### src/rtl/fxu_pkg.sv
package fxu_pkg;

    localparam int MASK_W = 8;
    localparam int KEY_W  = 8;
    localparam int INSN_W = KEY_W + MASK_W;

    // Select-mask bit positions; flags arrive in the same positions.
    localparam int B_TF  = 0;
    localparam int B_CI  = 1;
    localparam int B_ZI  = 2;
    localparam int B_ZF  = 3;
    localparam int B_NI  = 4;
    localparam int B_NF  = 5;
    localparam int B_LUF = 6;
    localparam int B_LVF = 7;

    localparam int ST_W = 5;

    typedef struct packed {
        logic ov;
        logic n;
        logic z;
        logic c;
        logic tc;
    } int_st_t;

    typedef enum logic [0:0] {
        HZ_IDLE = 1'b0,
        HZ_SLOT = 1'b1
    } hz_state_t;

endpackage

### src/rtl/fxu_decode.sv
module fxu_decode
    import fxu_pkg::*;
#(
    parameter logic [KEY_W-1:0] KEY = 8'hAD
) (
    input  logic              exec_i,
    input  logic [INSN_W-1:0] instr_i,
    output logic              xfer_v_o,
    output logic [MASK_W-1:0] mask_o
);

    logic key_hit;

    always_comb begin
        key_hit  = (instr_i[INSN_W-1 -: KEY_W] == KEY);
        xfer_v_o = exec_i && key_hit;
        mask_o   = instr_i[MASK_W-1:0];
    end

endmodule

### src/rtl/fxu_merge.sv
module fxu_merge
    import fxu_pkg::*;
(
    input  logic              xfer_v_i,
    input  logic [MASK_W-1:0] mask_i,
    input  logic [MASK_W-1:0] flags_i,
    input  int_st_t           cur_i,
    output int_st_t           nxt_o,
    output logic              clr_luf_o,
    output logic              clr_lvf_o
);

    // Selected flags only; an unselected flag never reaches an OR.
    logic [MASK_W-1:0] gated;
    logic              hit_ov, hit_n, hit_z, hit_t;
    logic              unused_ci;

    assign unused_ci = ^{mask_i[B_CI], flags_i[B_CI]};

    genvar g;
    generate
        for (g = 0; g < MASK_W; g++) begin : g_gate
            assign gated[g] = mask_i[g] & flags_i[g];
        end
    endgenerate

    always_comb begin
        hit_ov = xfer_v_i && (mask_i[B_LUF] || mask_i[B_LVF]);
        hit_n  = xfer_v_i && (mask_i[B_NI]  || mask_i[B_NF]);
        hit_z  = xfer_v_i && (mask_i[B_ZI]  || mask_i[B_ZF]);
        hit_t  = xfer_v_i &&  mask_i[B_TF];

        nxt_o = cur_i;
        if (hit_ov) nxt_o.ov = gated[B_LUF] | gated[B_LVF];
        if (hit_n)  nxt_o.n  = gated[B_NI]  | gated[B_NF];
        if (hit_z)  nxt_o.z  = gated[B_ZI]  | gated[B_ZF];
        if (hit_t) begin
            nxt_o.c  = gated[B_TF];
            nxt_o.tc = gated[B_TF];
        end

        clr_luf_o = xfer_v_i && mask_i[B_LUF];
        clr_lvf_o = xfer_v_i && mask_i[B_LVF];
    end

endmodule

### src/rtl/fxu_hazard.sv
module fxu_hazard
    import fxu_pkg::*;
#(
    parameter int SLOTS = 1
) (
    input  logic clk,
    input  logic rst,
    input  logic issue_i,
    input  logic xfer_v_i,
    output logic err_o
);

    localparam int CNT_W = (SLOTS > 1) ? $clog2(SLOTS) : 1;
    localparam logic [CNT_W-1:0] CNT_LOAD = CNT_W'(SLOTS - 1);

    hz_state_t        state_q, state_d;
    logic [CNT_W-1:0] cnt_q, cnt_d;
    logic             err_q, err_d;

    // State register.
    always_ff @(posedge clk) begin
        if (rst) begin
            state_q <= HZ_IDLE;
            cnt_q   <= '0;
            err_q   <= 1'b0;
        end else begin
            state_q <= state_d;
            cnt_q   <= cnt_d;
            err_q   <= err_d;
        end
    end

    // Next state and outputs.
    always_comb begin
        state_d = state_q;
        cnt_d   = cnt_q;
        err_d   = err_q;
        unique case (state_q)
            HZ_IDLE: begin
                if (issue_i) begin          // T_ISSUE
                    state_d = HZ_SLOT;
                    cnt_d   = CNT_LOAD;
                end
            end
            HZ_SLOT: begin
                if (xfer_v_i) err_d = 1'b1;
                if (issue_i) begin          // T_REISSUE
                    cnt_d = CNT_LOAD;
                end else if (cnt_q == '0) begin // T_DRAIN
                    state_d = HZ_IDLE;
                end else begin              // T_COUNT
                    cnt_d = cnt_q - 1'b1;
                end
            end
            default: state_d = HZ_IDLE;
        endcase
    end

    assign err_o = err_q;

endmodule

### src/rtl/fpflag_xfer.sv
module fpflag_xfer
    import fxu_pkg::*;
#(
    parameter logic [KEY_W-1:0] KEY         = 8'hAD,
    parameter int               DELAY_SLOTS = 1
) (
    input  logic              clk,
    input  logic              rst,
    input  logic              exec_i,
    input  logic [INSN_W-1:0] instr_i,
    input  logic [MASK_W-1:0] fp_flags_i,
    input  logic              mc_issue_i,
    output logic              st_ov_o,
    output logic              st_n_o,
    output logic              st_z_o,
    output logic              st_c_o,
    output logic              st_tc_o,
    output logic              clr_luf_o,
    output logic              clr_lvf_o,
    output logic              hazard_err_o
);

    logic              xfer_v;
    logic [MASK_W-1:0] mask;
    int_st_t           st_q, st_d;

    fxu_decode #(.KEY(KEY)) u_dec (
        .exec_i   (exec_i),
        .instr_i  (instr_i),
        .xfer_v_o (xfer_v),
        .mask_o   (mask)
    );

    fxu_merge u_mrg (
        .xfer_v_i  (xfer_v),
        .mask_i    (mask),
        .flags_i   (fp_flags_i),
        .cur_i     (st_q),
        .nxt_o     (st_d),
        .clr_luf_o (clr_luf_o),
        .clr_lvf_o (clr_lvf_o)
    );

    fxu_hazard #(.SLOTS(DELAY_SLOTS)) u_hz (
        .clk      (clk),
        .rst      (rst),
        .issue_i  (mc_issue_i),
        .xfer_v_i (xfer_v),
        .err_o    (hazard_err_o)
    );

    always_ff @(posedge clk) begin
        if (rst) st_q <= '0;
        else     st_q <= st_d;
    end

    assign st_ov_o = st_q.ov;
    assign st_n_o  = st_q.n;
    assign st_z_o  = st_q.z;
    assign st_c_o  = st_q.c;
    assign st_tc_o = st_q.tc;

endmodule

### config.mk
export PLATFORM = sky130hd
export DESIGN_NAME = fpflag_xfer
export DESIGN_NICKNAME = d
export VERILOG_FILES = /design/src/rtl/fxu_pkg.sv /design/src/rtl/fxu_decode.sv /design/src/rtl/fxu_merge.sv /design/src/rtl/fxu_hazard.sv /design/src/rtl/fpflag_xfer.sv
export SDC_FILE = /design/constraint.sdc
export NUM_CORES = 1
export LEC_CHECK = 0
export CAP_MARGIN = 30
export CORE_AREA = 5 5 42 44
export CTS_CLUSTER_DIAMETER = 150
export DETAILED_ROUTE_END_ITERATION = 16
export DIE_AREA = 0 0 47 49
export PLACE_DENSITY = 0.68
export REMOVE_ABC_BUFFERS = 1
export SYNTH_ARGS = -nofsm -noshare
export SYNTH_HDL_FRONTEND = slang
export SYNTH_SLANG_ARGS = --single-unit
export TNS_END_PERCENT = 50
### constraint.sdc
create_clock -name clk -period 3.3 [get_ports clk]
set_input_delay 0.99 -clock clk [delete_from_list [all_inputs] [get_ports clk]]
set_output_delay 0.99 -clock clk [all_outputs]
set_load 0.01 [all_outputs]
==> results.cfg <==
[timing]
rsz0062_at_grt = no
max_slew.worst_pin.slew_ns = 0.225
setup_slack_ns = 0.0824
period_share_pct = 97.5
slew_headroom_pct = 84.9
fmax_ghz = 0.311
skew_ns = 0.000546
maxSlewViolCount = 0
fin_setup_tns_ns = 0
finalSetupViolCount = 0
min_period_ns = 3.22
hold_viol = 0

[grt]
grt_pass1_wl_mm = 1.59
antenna_found_initial = 0
grt_pass1_vias = 364
grt.overflow.total = 0
grt.total_usage_pct = 9.32
grt_max_degree = 7

[place]
place_ws_ns = -0.226
dp_cells = 85
dp_hpwl_um = 862
io_buffers = 33
place.gp.congestion = 0.694
place_area_um2 = 651

[synth]
async_flop_share_pct = 0
synth_warnings = 0
avgSynthCellArea_um2 = 8.42
synth-edff-count = 0
synth_sequential_area_ratio_pct = 38.6
syn_inst = 37
synthDistinctLibCells = 17
postSynthRegisterBits = 6
synth_flop_cell = dfxtp_1
synth_area_um2 = 312

[min_path]
min_path_type = flip-flop to flip-flop

[critical_path]
path_buf_inv = 2
cp_slowest_cell = clkdlybuf4s50_1
worst_ep_required_time_ns = 2.31
cp-start-kind = input pin
crit_chain = clkdlybuf4s50_1 -> and4b_1 -> and3_4 -> and2_2 -> clkdlybuf4s15_1
critPathKind = input pin to output pin
end_kind = output pin
critPathMaxStageDelay_ns = 0.45
crit_arrival_ns = 2.23
critPathTopFamily = buffers and inverters
path_max_fanout = 3

[clocking]
cts_hold_buf = 0
cts_buffers = 3
clk_path_buf_depth = 2
ctsResizeCount = 3
path_clk_slew_ns = 0.04
insertion_delay_ns = 0.24
cts_setup_buffers = 0
cts_tree = done
cts_root_buf = clkbuf_4
htreeDepth = 1
clock-sinks = 6

[route]
ant_nets = 0
wl_mm = 1.00
avgRoutedWirePerCell_um = 11.4
drt_first_iter_violations = 1
avgViaCountPerCell = 4.32
first_pass_iters = 2
post-route-drc-count = 0
num_vias = 380

[floorplan]
ioPinCount = 36
dieHeight_um = 49
start_util_pct = 22.2
num_rows = 14
die_area_um2 = 2300
core_area_um2 = 1400
dieWidth_um = 47

[power]
finalPower_w = 0.000178
power_density_nw_per_um2 = 262
p_leak_nw = 0.258
ir_worst_vdd_v = 0.000259

[final_layout]
fillerInstances = 146
stdcell_area_um2 = 678
diodes = 0
final_cells = 88
syn_to_final_growth_pct = 118
nets = 102
drive_gt1_share_pct = 12.5

[run_status]
status = finished clean

[run]
drv_cap = 0
## metrics by stage
| step | hold WS (ns) | util (%) |
|---|---|---|
| floorplan | 0.433 | - |
| global placement | 0.439 | 46.4 |
| detailed placement | 0.452 | 46.4 |
| CTS | 0.462 | 48.2 |
| global route | 0.509 | 48.4 |
| finish | 0.464 | 48.4 |
## metal layers
layer / global-route usage [%] / part of all wire (%) / vias up
met5: 0 / 0 / -
met4: 0 / 0 / 0
met3: 5.54 / 11 / 0
met2: 14.3 / 48 / 16
met1: 11.9 / 41 / 163
li1: - / - / 201
## layout make-up
| cell class | count | area, µm² | share of cell area (%) |
|---|---|---|---|
| tap | 16 | 20.0 | 2.95 |
| multi-input combinational | 28 | 174 | 25.6 |
| sequential | 6 | 120 | 17.7 |
| inverter | 1 | 3.75 | 0.554 |
| clock buffer | 3 | 22.5 | 3.32 |
| timing repair buffer | 34 | 338 | 49.8 |
## path summary, 6_finish.rpt
path	end	slack (ns)	from	cells after the start
worst min-delay path	u_hz.err_o$_SDFFE_PP0P_	0.46	u_hz.state_q$_SDFF_PP0_	2
worst min register to register	u_hz.err_o$_SDFFE_PP0P_	0.46	u_hz.state_q$_SDFF_PP0_	2
worst max register to register	st_tc_o$_SDFFE_PP0P_	2.65	st_tc_o$_SDFFE_PP0P_	2
worst max-delay path	clr_luf_o	0.08	instr_i[9]	5
## cell usage after synthesis (all sizes together) (2+ instances only)
library cell / n / area, µm²
a22o: 3 / 26.3
nand2: 3 / 11.3
o21ai: 4 / 20.0
nand3: 2 / 15.0
dfxtp: 6 / 120
nor2b: 2 / 12.5
a21oi: 5 / 28.8
buf: 2 / 18.8
and2: 2 / 15.0
nor2: 4 / 15.0
## logic make-up (layout without fill, tap and decap cells)
family	after synthesis	after routing	synth area share [%]
compound gates	12	12	24.1
simple gates	16	16	30.1
flops	6	6	38.6
buf+inv	3	38	7.23
## worst reg2reg max path, stage by stage, from the launching register on
cell	delay [ns]
dfxtp_1	0.33
o21ai_0	0.11
a21oi_2	0.14
## report_power, final
part | total (W) | internal [W] | switching, W
clock | 0.0000656 | 0.0000410 | 0.0000246
sequential | 0.0000736 | 0.0000734 | 0.000000188
combinational | 0.0000384 | 0.0000299 | 0.00000853
total | 0.000178 | 0.000144 | 0.0000333
## placed cells by master, fill, tap and decap left out, types with 2 or more instances in the layout
cell,count
a21oi_1,4
clkbuf_4,3
clkdlybuf4s50_1,31
o21ai_0,4
a22o_1,3
clkdlybuf4s15_1,2
nor2_1,4
nor2b_1,2
and2_2,2
dfxtp_1,6
nand2_1,3
## flip-flops by register name (all words and copies together), names as in the netlist
signal / flops
st_n_o: 1
u_hz.err_o: 1
st_tc_o: 1
st_z_o: 1
st_ov_o: 1
u_hz.state_q: 1
No activity file was read; power rests on OpenSTA's default activity.
